==> config.mk <==
export PLATFORM = sky130hd
export DESIGN_NAME = wallbot_ctrl
export DESIGN_NICKNAME = d
export VERILOG_FILES = /design/src/rtl/wallbot_pkg.sv /design/src/rtl/wallbot_rst_sync.sv /design/src/rtl/wallbot_next.sv /design/src/rtl/wallbot_decode.sv /design/src/rtl/wallbot_ctrl.sv
export SDC_FILE = /design/constraint.sdc
export NUM_CORES = 1
export LEC_CHECK = 0
export BUFFER_PORTS_ARGS = -buffer_cell sky130_fd_sc_hd__buf_2
export CAP_MARGIN = 20
export CORE_AREA = 10 10 47 49
export DETAILED_ROUTE_END_ITERATION = 7
export DIE_AREA = 0 0 57 59
export PLACE_DENSITY = 0.4
export SETUP_SLACK_MARGIN = 0.4
export SKIP_CTS_REPAIR_TIMING = 1
export SLEW_MARGIN = 5
export SYNTH_ARGS = -nofsm -noshare
export SYNTH_HDL_FRONTEND = slang
export SYNTH_HIERARCHICAL = 1
export SYNTH_SLANG_ARGS = --single-unit
==> constraint.sdc <==
create_clock -name clk -period 2.75 [get_ports clk]
set_clock_uncertainty 0.15 [all_clocks]
set_input_delay 0.1375 -clock clk [delete_from_list [all_inputs] [get_ports clk]]
set_output_delay 0.1375 -clock clk [all_outputs]
set_load 0.03 [all_outputs]
==> src/rtl/wallbot_pkg.sv <==
package wallbot_pkg;

  localparam int STATE_W = 2;

  typedef enum logic [STATE_W-1:0] {
    ST_SEARCH = 2'b00,
    ST_VEER   = 2'b01,
    ST_HUG    = 2'b10,
    ST_SEEK   = 2'b11
  } wb_state_e;

  typedef struct packed {
    logic fwd;
    logic turn_l;
    logic turn_r;
  } wb_motion_t;

endpackage

==> src/rtl/wallbot_rst_sync.sv <==
module wallbot_rst_sync #(
  parameter int STAGES = 2
) (
  input  logic clk,
  input  logic rst_n,
  output logic rst_sync_n
);
  localparam int LAST = STAGES - 1;

  logic [LAST:0] sync_q;

  generate
    if (STAGES == 1) begin : g_single
      always_ff @(posedge clk or negedge rst_n) begin
        if (!rst_n) sync_q <= '0;
        else        sync_q <= 1'b1;
      end
    end else begin : g_chain
      always_ff @(posedge clk or negedge rst_n) begin
        if (!rst_n) sync_q <= '0;
        else        sync_q <= {sync_q[LAST-1:0], 1'b1};
      end
    end
  endgenerate

  assign rst_sync_n = sync_q[LAST];
endmodule

==> src/rtl/wallbot_next.sv <==
module wallbot_next
  import wallbot_pkg::*;
(
  input  wb_state_e state_i,
  input  logic      ant_l_i,
  input  logic      ant_r_i,
  output wb_state_e state_o
);
  always_comb begin
    state_o = state_i;
    unique case (state_i)
      ST_SEARCH: begin
        if (ant_l_i || ant_r_i) state_o = ST_VEER;
        else                    state_o = ST_SEARCH;
      end
      ST_VEER: begin
        if (!ant_l_i && !ant_r_i) state_o = ST_SEEK;
        else                      state_o = ST_VEER;
      end
      ST_HUG: begin
        if (ant_l_i)      state_o = ST_VEER;
        else if (ant_r_i) state_o = ST_HUG;
        else              state_o = ST_SEEK;
      end
      ST_SEEK: begin
        if (ant_l_i)      state_o = ST_VEER;
        else if (ant_r_i) state_o = ST_HUG;
        else              state_o = ST_SEEK;
      end
      default: state_o = ST_SEARCH;
    endcase
  end
endmodule

==> src/rtl/wallbot_decode.sv <==
module wallbot_decode
  import wallbot_pkg::*;
(
  input  wb_state_e  state_i,
  output wb_motion_t motion_o
);
  always_comb begin
    motion_o = '{fwd: 1'b1, turn_l: 1'b0, turn_r: 1'b0};
    unique case (state_i)
      ST_SEARCH: motion_o = '{fwd: 1'b1, turn_l: 1'b0, turn_r: 1'b0};
      ST_VEER:   motion_o = '{fwd: 1'b0, turn_l: 1'b1, turn_r: 1'b0};
      ST_HUG:    motion_o = '{fwd: 1'b1, turn_l: 1'b1, turn_r: 1'b0};
      ST_SEEK:   motion_o = '{fwd: 1'b1, turn_l: 1'b0, turn_r: 1'b1};
      default:   motion_o = '{fwd: 1'b1, turn_l: 1'b0, turn_r: 1'b0};
    endcase
  end
endmodule

==> src/rtl/wallbot_ctrl.sv <==
module wallbot_ctrl
  import wallbot_pkg::*;
#(
  parameter int RST_SYNC_STAGES = 2
) (
  input  logic clk,
  input  logic rst_n,
  input  logic ant_left,
  input  logic ant_right,
  output logic mv_fwd,
  output logic mv_left,
  output logic mv_right
);
  logic       rst_sync_n;
  logic       rst_any_n;
  wb_state_e  state_q;
  wb_state_e  state_d;
  wb_motion_t motion;

  wallbot_rst_sync #(.STAGES(RST_SYNC_STAGES)) u_rst_sync (
    .clk        (clk),
    .rst_n      (rst_n),
    .rst_sync_n (rst_sync_n)
  );

  // Raw reset asserts immediately; release follows the synchronizer.
  assign rst_any_n = rst_n & rst_sync_n;

  wallbot_next u_next (
    .state_i (state_q),
    .ant_l_i (ant_left),
    .ant_r_i (ant_right),
    .state_o (state_d)
  );

  always_ff @(posedge clk or negedge rst_any_n) begin
    if (!rst_any_n) state_q <= ST_SEARCH;
    else            state_q <= state_d;
  end

  wallbot_decode u_decode (
    .state_i  (state_q),
    .motion_o (motion)
  );

  assign mv_fwd   = motion.fwd;
  assign mv_left  = motion.turn_l;
  assign mv_right = motion.turn_r;
endmodule

# ---- After elaboration in Yosys (flattened, before gate mapping)
# Cells that the tools add are included.
dict set report word_totals {
  output_inout_bits 3
  regBits 4
  wordCells 18
}
dict set report op_classes {
  n_eq_ne 3
  bitwise 1
  reduce_logical 6
  muxes 6
}
# cell count
set ops {}
lappend ops {{$pmux W3 S4} 1}
lappend ops {{$pmux W2 S3} 1}
lappend ops {{$eq A2 B2 Y1 const B} 2}
lappend ops {{$mux W2} 2}
lappend ops {{$eq A2 B1 Y1 const B} 1}
lappend ops {{$logic_not A1 Y1} 2}
lappend ops {{$logic_not A2 Y1} 1}
lappend ops {{$mux W1} 2}
lappend ops {{$reduce_or A2 Y1} 1}
lappend ops {{$and A1 B1 Y1} 1}
lappend ops {{$logic_and A1 B1 Y1} 1}
lappend ops {{$logic_or A1 B1 Y1} 1}

# ---- Longest topological paths before layout
# Gate-level depths: netlist of run 1.
dict set report logic_depth {
  word_depth 4
  ltp_mapped 3
  ltp_nobuf 3
}

# ---- Hierarchy
# Netlist of run 1, hierarchy kept.
# mod n_inst cells_each area_per_inst_um2 seq_area_each_um2
set by_module_without_submodules {}
lappend by_module_without_submodules {wallbot_ctrl 1 3 56.3 50.0}
lappend by_module_without_submodules {wallbot_rst_sync 1 3 53.8 50.0}
lappend by_module_without_submodules {wallbot_decode 1 5 36.3 0.0}
lappend by_module_without_submodules {wallbot_next 1 5 30.0 0.0}

# ---- Least setup slack after synthesis of run 1
# Ideal clock, no wire load.
dict set report synth_timing {
  path_kind {register to output}
  startpoint {register state_q[1]}
  endpoint {output port mv_left}
  path_stages_with_launch 4
  slack_ns 1.584
  n_path_buf 0
  arrival_time_ns 0.878
  path_cell_list {dfrtp_1 -> inv_1 -> ha_1 -> inv_1}
}
dict set report synth_via {
  elab_chain_cells 2
}
# element line_no
set synth_rtl {}
lappend synth_rtl {{from (decl)} wallbot_ctrl.sv:16} ;# wb_state_e state_q;
lappend synth_rtl {{from (signal assigned)} wallbot_ctrl.sv:38} ;# else state_q <= state_d;
lappend synth_rtl {{$eq A2 B2 Y1 (tied with other cells)} wallbot_decode.sv:9} ;# unique case (state_i)
lappend synth_rtl {{$pmux W3 S4 *} wallbot_decode.sv:9}
lappend synth_rtl {{to (decl)} wallbot_ctrl.sv:11} ;# output logic mv_left,
# Mark *: on every way between the ends. The rest lies on a longest branch, timed or not.

# ---- Final worst setup path of run 1
# Same ends and word-level chain as after synthesis.

==> impl_metrics.ini, run 1 <==
[power_and_ir_drop]
clkPwrFrac_pct = 42.9
power_density_mw_per_mm2 = 601
swShare_pct = 25.0
vdd_ir_drop_max_v = 0.000169
p_sw_mw = 0.0405
p_leak_nw = 0.137
pwr-share-comb_pct = 16.8
p_total_mw = 0.162
p_int_mw = 0.121
seqPwrFrac_pct = 40.2

[drt]
drcViolationCount = 0
routed_via_density = 3.33
initialDrtViolationCount = 4
wire_per_inst_um = 8.53
drtPass1Iterations = 4
wirelength_um = 367
dr_total_vias = 143
postRouteAntennaNets = 0

[logic_synthesis]
synth-main-ff-cell = dfrtp_1
synth_edf_count = 0
synth_area_per_cell_um2 = 11.0
synth_area_leaders = dfrtp_1 57%, ha_1 14%, inv_1 8.5%
synth_area_um2 = 176
synth_commonest_cells = 4 x dfrtp_1, 4 x inv_1, 2 x ha_1
yosysSeqAreaShare_pct = 56.7
synth_nets = 22
async_flop_share_pct = 100
synth_seq_cells = 4
ys_warn_count = 6
synth_top_cell_by_area = dfrtp_1
netlist_instances = 16
synth_cell_type_count = 9
synth_top_cell_area_share_pct = 56.7

[timing]
period_share_pct = 54.0
finalHoldViolations = 2
max_freq_mhz = 673
hold_ws_ps = -23.0
timing.setup.tns_ps = 0
rsz0062_at_grt = false
period_needed_ps = 1490
setup_viol = 0
slew_viol_final = 0

[final_layout]
nFillCells = 160
layout.nets = 35
n_antenna_cell = 0
syn2layout_area_growth_pct = 52.5
drive_gt1_share_pct = 33.3

[grt]
grt_max_degree = 6
grt_pass1_wl_um = 496
grt_pass1_vias = 129
grtUsageTotal_pct = 2.25
antenna_found_initial = 0
gr-total-overflow = 0

[critical_path]
crit_type = flip-flop to output pin
crit_path_max_fanout = 5
start_kind = flip-flop
slowest_delay_ps = 400
path_cells = inv_1 -> ha_1 -> inv_1 -> buf_2
critPathRequiredTime_ps = 2460
endpoint_kind = output pin
crit_slowest_cell = dfrtp_1
cpMostUsedCell = inv_1
arrival_ps = 1200

[clock_network]
cts_buffers = 3
h-tree-depth = 1
clk_pin_slew_worst_paths_ps = 40
clockBufferDepth = 2
cts_tree = built
cts_root_buf = clkbuf_4
clkSinkCount = 4
clock_latency_ps = 230

[floorplanning]
pin_count = 7
num_rows = 14
core_area_mm2 = 0.00140
dieArea_mm2 = 0.00336
die_y_um = 59
initial_core_util_pct = 12.6
die_width_um = 57

[placement]
portBuffers = 6
finalWeightedCongestion = 0.667

[min_path]
hp-class = flip-flop to asynchronous set/reset pin

[run]
maxCapViolations = 0

[run_status]
status = complete, but fails checks
violations = negative hold slack
## placed cells by master, fill, tap and decap left out, drive strengths merged
cell type and n:
nor4 1, a31oi 1, and2 1, conb 1, nor2b 1, inv 4, dlygate4sd3 2, clkbuf 3
ha 2, buf 6, o21a 1, dfrtp 4
## through the flow
stage	util (%)	hold slack (ps)	cells	worst slack [ps]	instance area, um^2
finish	19.2	-23.0	43	1260	269
CTS	17.8	-466	41	1250	249
global route	19.2	13.0	43	1200	269
detailed placement	16.2	-219	38	1500	226
floorplan	-	-308	16	1580	176
global placement	16.2	-224	38	1530	226
## cell type report
type                    count  area, um^2  area share, %
flip-flops and latches      4         100           37.2
repair buffers              8        50.0           18.6
clock buffers               3        22.5           8.37
inverters                   4        15.0           5.58
well taps                  16        20.0           7.44
multi-input cells           8        61.3           22.8
## final timing paths
path                                                start                   end  slack [ps]  cells past startpoint
min in group clk                                 ant_left  state_q[1]$_DFF_PN0_          50                      3
max reg2reg                          state_q[1]$_DFF_PN0_  state_q[0]$_DFF_PN0_        1710                      2
max                                  state_q[1]$_DFF_PN0_               mv_left        1260                      4
min                        u_rst_sync/sync_q[1]$_DFF_PN0_  state_q[0]$_DFF_PN0_         -20                      1
max in group asynchronous                           rst_n  state_q[1]$_DFF_PN0_        2100                      3
min reg2reg                u_rst_sync/sync_q[1]$_DFF_PN0_  state_q[0]$_DFF_PN0_         -20                      1
## critical path: cells and delay by family, from the launching register on
family     cells  cell delay [ps]
buf+inv        3              300
flops          1              400
fa+ha+maj      1              270
## per-layer routing
metal,vias up,GRT usage (%),part of all wire [%]
met4,0,5.03,1.9
met3,2,2.15,13
met2,7,1.40,35
met1,61,2.14,49
met5,-,0,0
li1,73,-,-
## sequential cells by signal (all words and copies together) (netlist names)
register           cells
u_rst_sync/sync_q      2
state_q                2
## cell families (layout without fill, tap and decap cells)
kind of cell / Yosys count / after routing / synth area share, %
other cells: 1 / 1 / 2.13
compound gates: 2 / 2 / 7.81
simple gates: 3 / 3 / 10.6
flops: 4 / 4 / 56.7
fa+ha+maj: 2 / 2 / 14.2
buf+inv: 4 / 15 / 8.51
## power groups by stage
stage / clock [mW] / sequential, mW / combinational (mW)
3_3_place_gp: 0 / 0.0653 / 0.0248
2_1_floorplan: 0 / 0.0651 / 0.0170
3_5_place_dp: 0 / 0.0658 / 0.0254
4_1_cts: 0.0740 / 0.0650 / 0.0255
5_1_grt: 0.0793 / 0.0653 / 0.0297
6_report: 0.0694 / 0.0651 / 0.0272
(Power assumes the default switching activity.)
==> run 2, diff against run 1 <==
==> constraint.sdc (replaced) <==
create_clock -name clk -period 1.6 [get_ports clk]
set_clock_uncertainty 0.15 [all_clocks]
set_input_delay 0.08 -clock clk [delete_from_list [all_inputs] [get_ports clk]]
set_output_delay 0.08 -clock clk [all_outputs]
set_load 0.03 [all_outputs]
==> run 2 against run 1 <==
  * Global-route usage increased by 0.34 points
  * Hold slack improved by 51 ps
  * Worst setup slack got worse by 1000 ps
  * Highest routed layer is now met3
  * Power increased by 91%
  * The flow now finishes without violations
  * First-iteration DRC count decreased by 75%
  * Combinational power increased to 2.7 times the previous value
  * Routed wire length increased by 23%
  * Sequential power increased by 72%
  * Via count increased by 9.8%
==> impl_metrics.ini, run 2 (synthesis gave the netlist of run 1 again) <==
[grt]
grt_pass1_vias = 149
gr-total-overflow = 0
antenna_found_initial = 0
grtUsageTotal_pct = 2.59
grt_max_degree = 6
grt_pass1_wl_um = 600

[floorplanning]
initial_core_util_pct = 12.6
num_rows = 14
dieArea_mm2 = 0.00336
pin_count = 7
core_area_mm2 = 0.00140
die_y_um = 59
die_width_um = 57

[critical_path]
worst_r2r_path_depth = 2
endpoint_kind = output pin
r2r-start = state_q[0]$_DFF_PN0_
start_kind = flip-flop
critPathRequiredTime_ps = 1370
crit_buf_inv = 3
crit_slowest_cell = dfrtp_1
crit_type = flip-flop to output pin
r2r-end = state_q[0]$_DFF_PN0_
crit_family = flip-flops
crit_path_max_fanout = 5
r2r_slack_ps = 540
cpMostUsedCell = inv_2
path_cells = inv_2 -> ha_4 -> inv_2 -> buf_6
arrival_ps = 1110
slowest_delay_ps = 400

[power_and_ir_drop]
p_int_mw = 0.229
power_density_mw_per_mm2 = 920
clkPwrFrac_pct = 39.8
seqPwrFrac_pct = 36.5
vdd_ir_drop_max_v = 0.000292
p_leak_nw = 0.160
p_sw_mw = 0.0790
pwr-share-comb_pct = 23.7
swShare_pct = 25.6

[timing]
finalHoldViolations = 0
period_needed_ps = 1340
slew_viol_final = 0
setup_viol = 0
timing.setup.tns_ps = 0
max_freq_mhz = 745
rsz0062_at_grt = true
period_share_pct = 83.9

[final_layout]
drive_gt1_share_pct = 48.4
largestRegisters = state_q x2, u_rst_sync/sync_q x2
fin_cells = 47
nFillCells = 158
n_antenna_cell = 0
layout.nets = 39
layout_common_cells = 4 x dlygate4sd3_1, 4 x dfrtp_1
syn2layout_area_growth_pct = 90.1

[drt]
drtPass1Iterations = 2
dr_total_vias = 157
drcViolationCount = 0
wirelength_um = 453
routed_via_density = 3.34
initialDrtViolationCount = 1
postRouteAntennaNets = 0
wire_per_inst_um = 9.64

[run_status]
status = finished clean

[clock_network]
cts_buffers = 3
clockBufferDepth = 2
clock_latency_ps = 230
cts_tree = built
clk_pin_slew_worst_paths_ps = 40
cts_root_buf = clkbuf_4
clkSinkCount = 4
h-tree-depth = 1

[placement]
portBuffers = 6
dp.cells = 38
dp.final_hpwl_um = 303
finalWeightedCongestion = 0.670

[run]
maxCapViolations = 0

[min_path]
hp-class = input port to asynchronous set/reset pin
## run 2: area by class of cell
class	count	area [um^2]	area share (%)
tap	16	20.0	5.97
clock buffer	3	22.5	6.72
sequential	4	100	29.9
timing repair buffer	12	104	31.0
multi-input combinational	8	73.8	22.0
inverter	4	15.0	4.48
## run 2: power groups by stage
stage	Sequential (mW)	Clock [mW]	Combinational, mW
finish	0.112	0.123	0.0732
global route	0.113	0.137	0.0804
CTS	0.111	0.129	0.0438
detailed placement	0.113	0	0.0438
global placement	0.112	0	0.0425
floorplan	0.112	0	0.0292
## run 2: stage by stage
step / util, % / hold slack (ps) / setup slack [ps] / power [mW] / instance area [um^2]
floorplan: - / -366 / 492 / 0.141 / 176
finish: 23.9 / 27.5 / 257 / 0.308 / 335
global placement: 16.2 / -281 / 442 / 0.155 / 226
detailed placement: 16.2 / -274 / 418 / 0.157 / 226
CTS: 17.8 / -523 / 167 / 0.284 / 249
global route: 23.9 / 28.0 / 210 / 0.331 / 335
## run 2: worst max path at each step
| stage | start | endpoint | slack [ps] | depth (start not counted) |
|---|---|---|---|---|
| after floorplan | state_q[1]$_DFF_PN0_ | mv_left | 490 | 3 |
| after global placement | state_q[1]$_DFF_PN0_ | mv_left | 440 | 4 |
| after detailed placement | state_q[1]$_DFF_PN0_ | mv_left | 420 | 4 |
| after CTS | state_q[1]$_DFF_PN0_ | mv_left | 170 | 4 |
| after global routing | state_q[1]$_DFF_PN0_ | mv_left | 210 | 4 |
| final | state_q[1]$_DFF_PN0_ | mv_left | 260 | 4 |
## run 2: metal layers
| layer | wire length [um] | track usage, % | share of wire [%] |
|---|---|---|---|
| met1 | 205 | 3.09 | 45 |
| met2 | 199 | 1.86 | 44 |
| met3 | 48 | 2.15 | 11 |
| met4 | 0 | 4.03 | 0 |
| met5 | 0 | 0 | 0 |
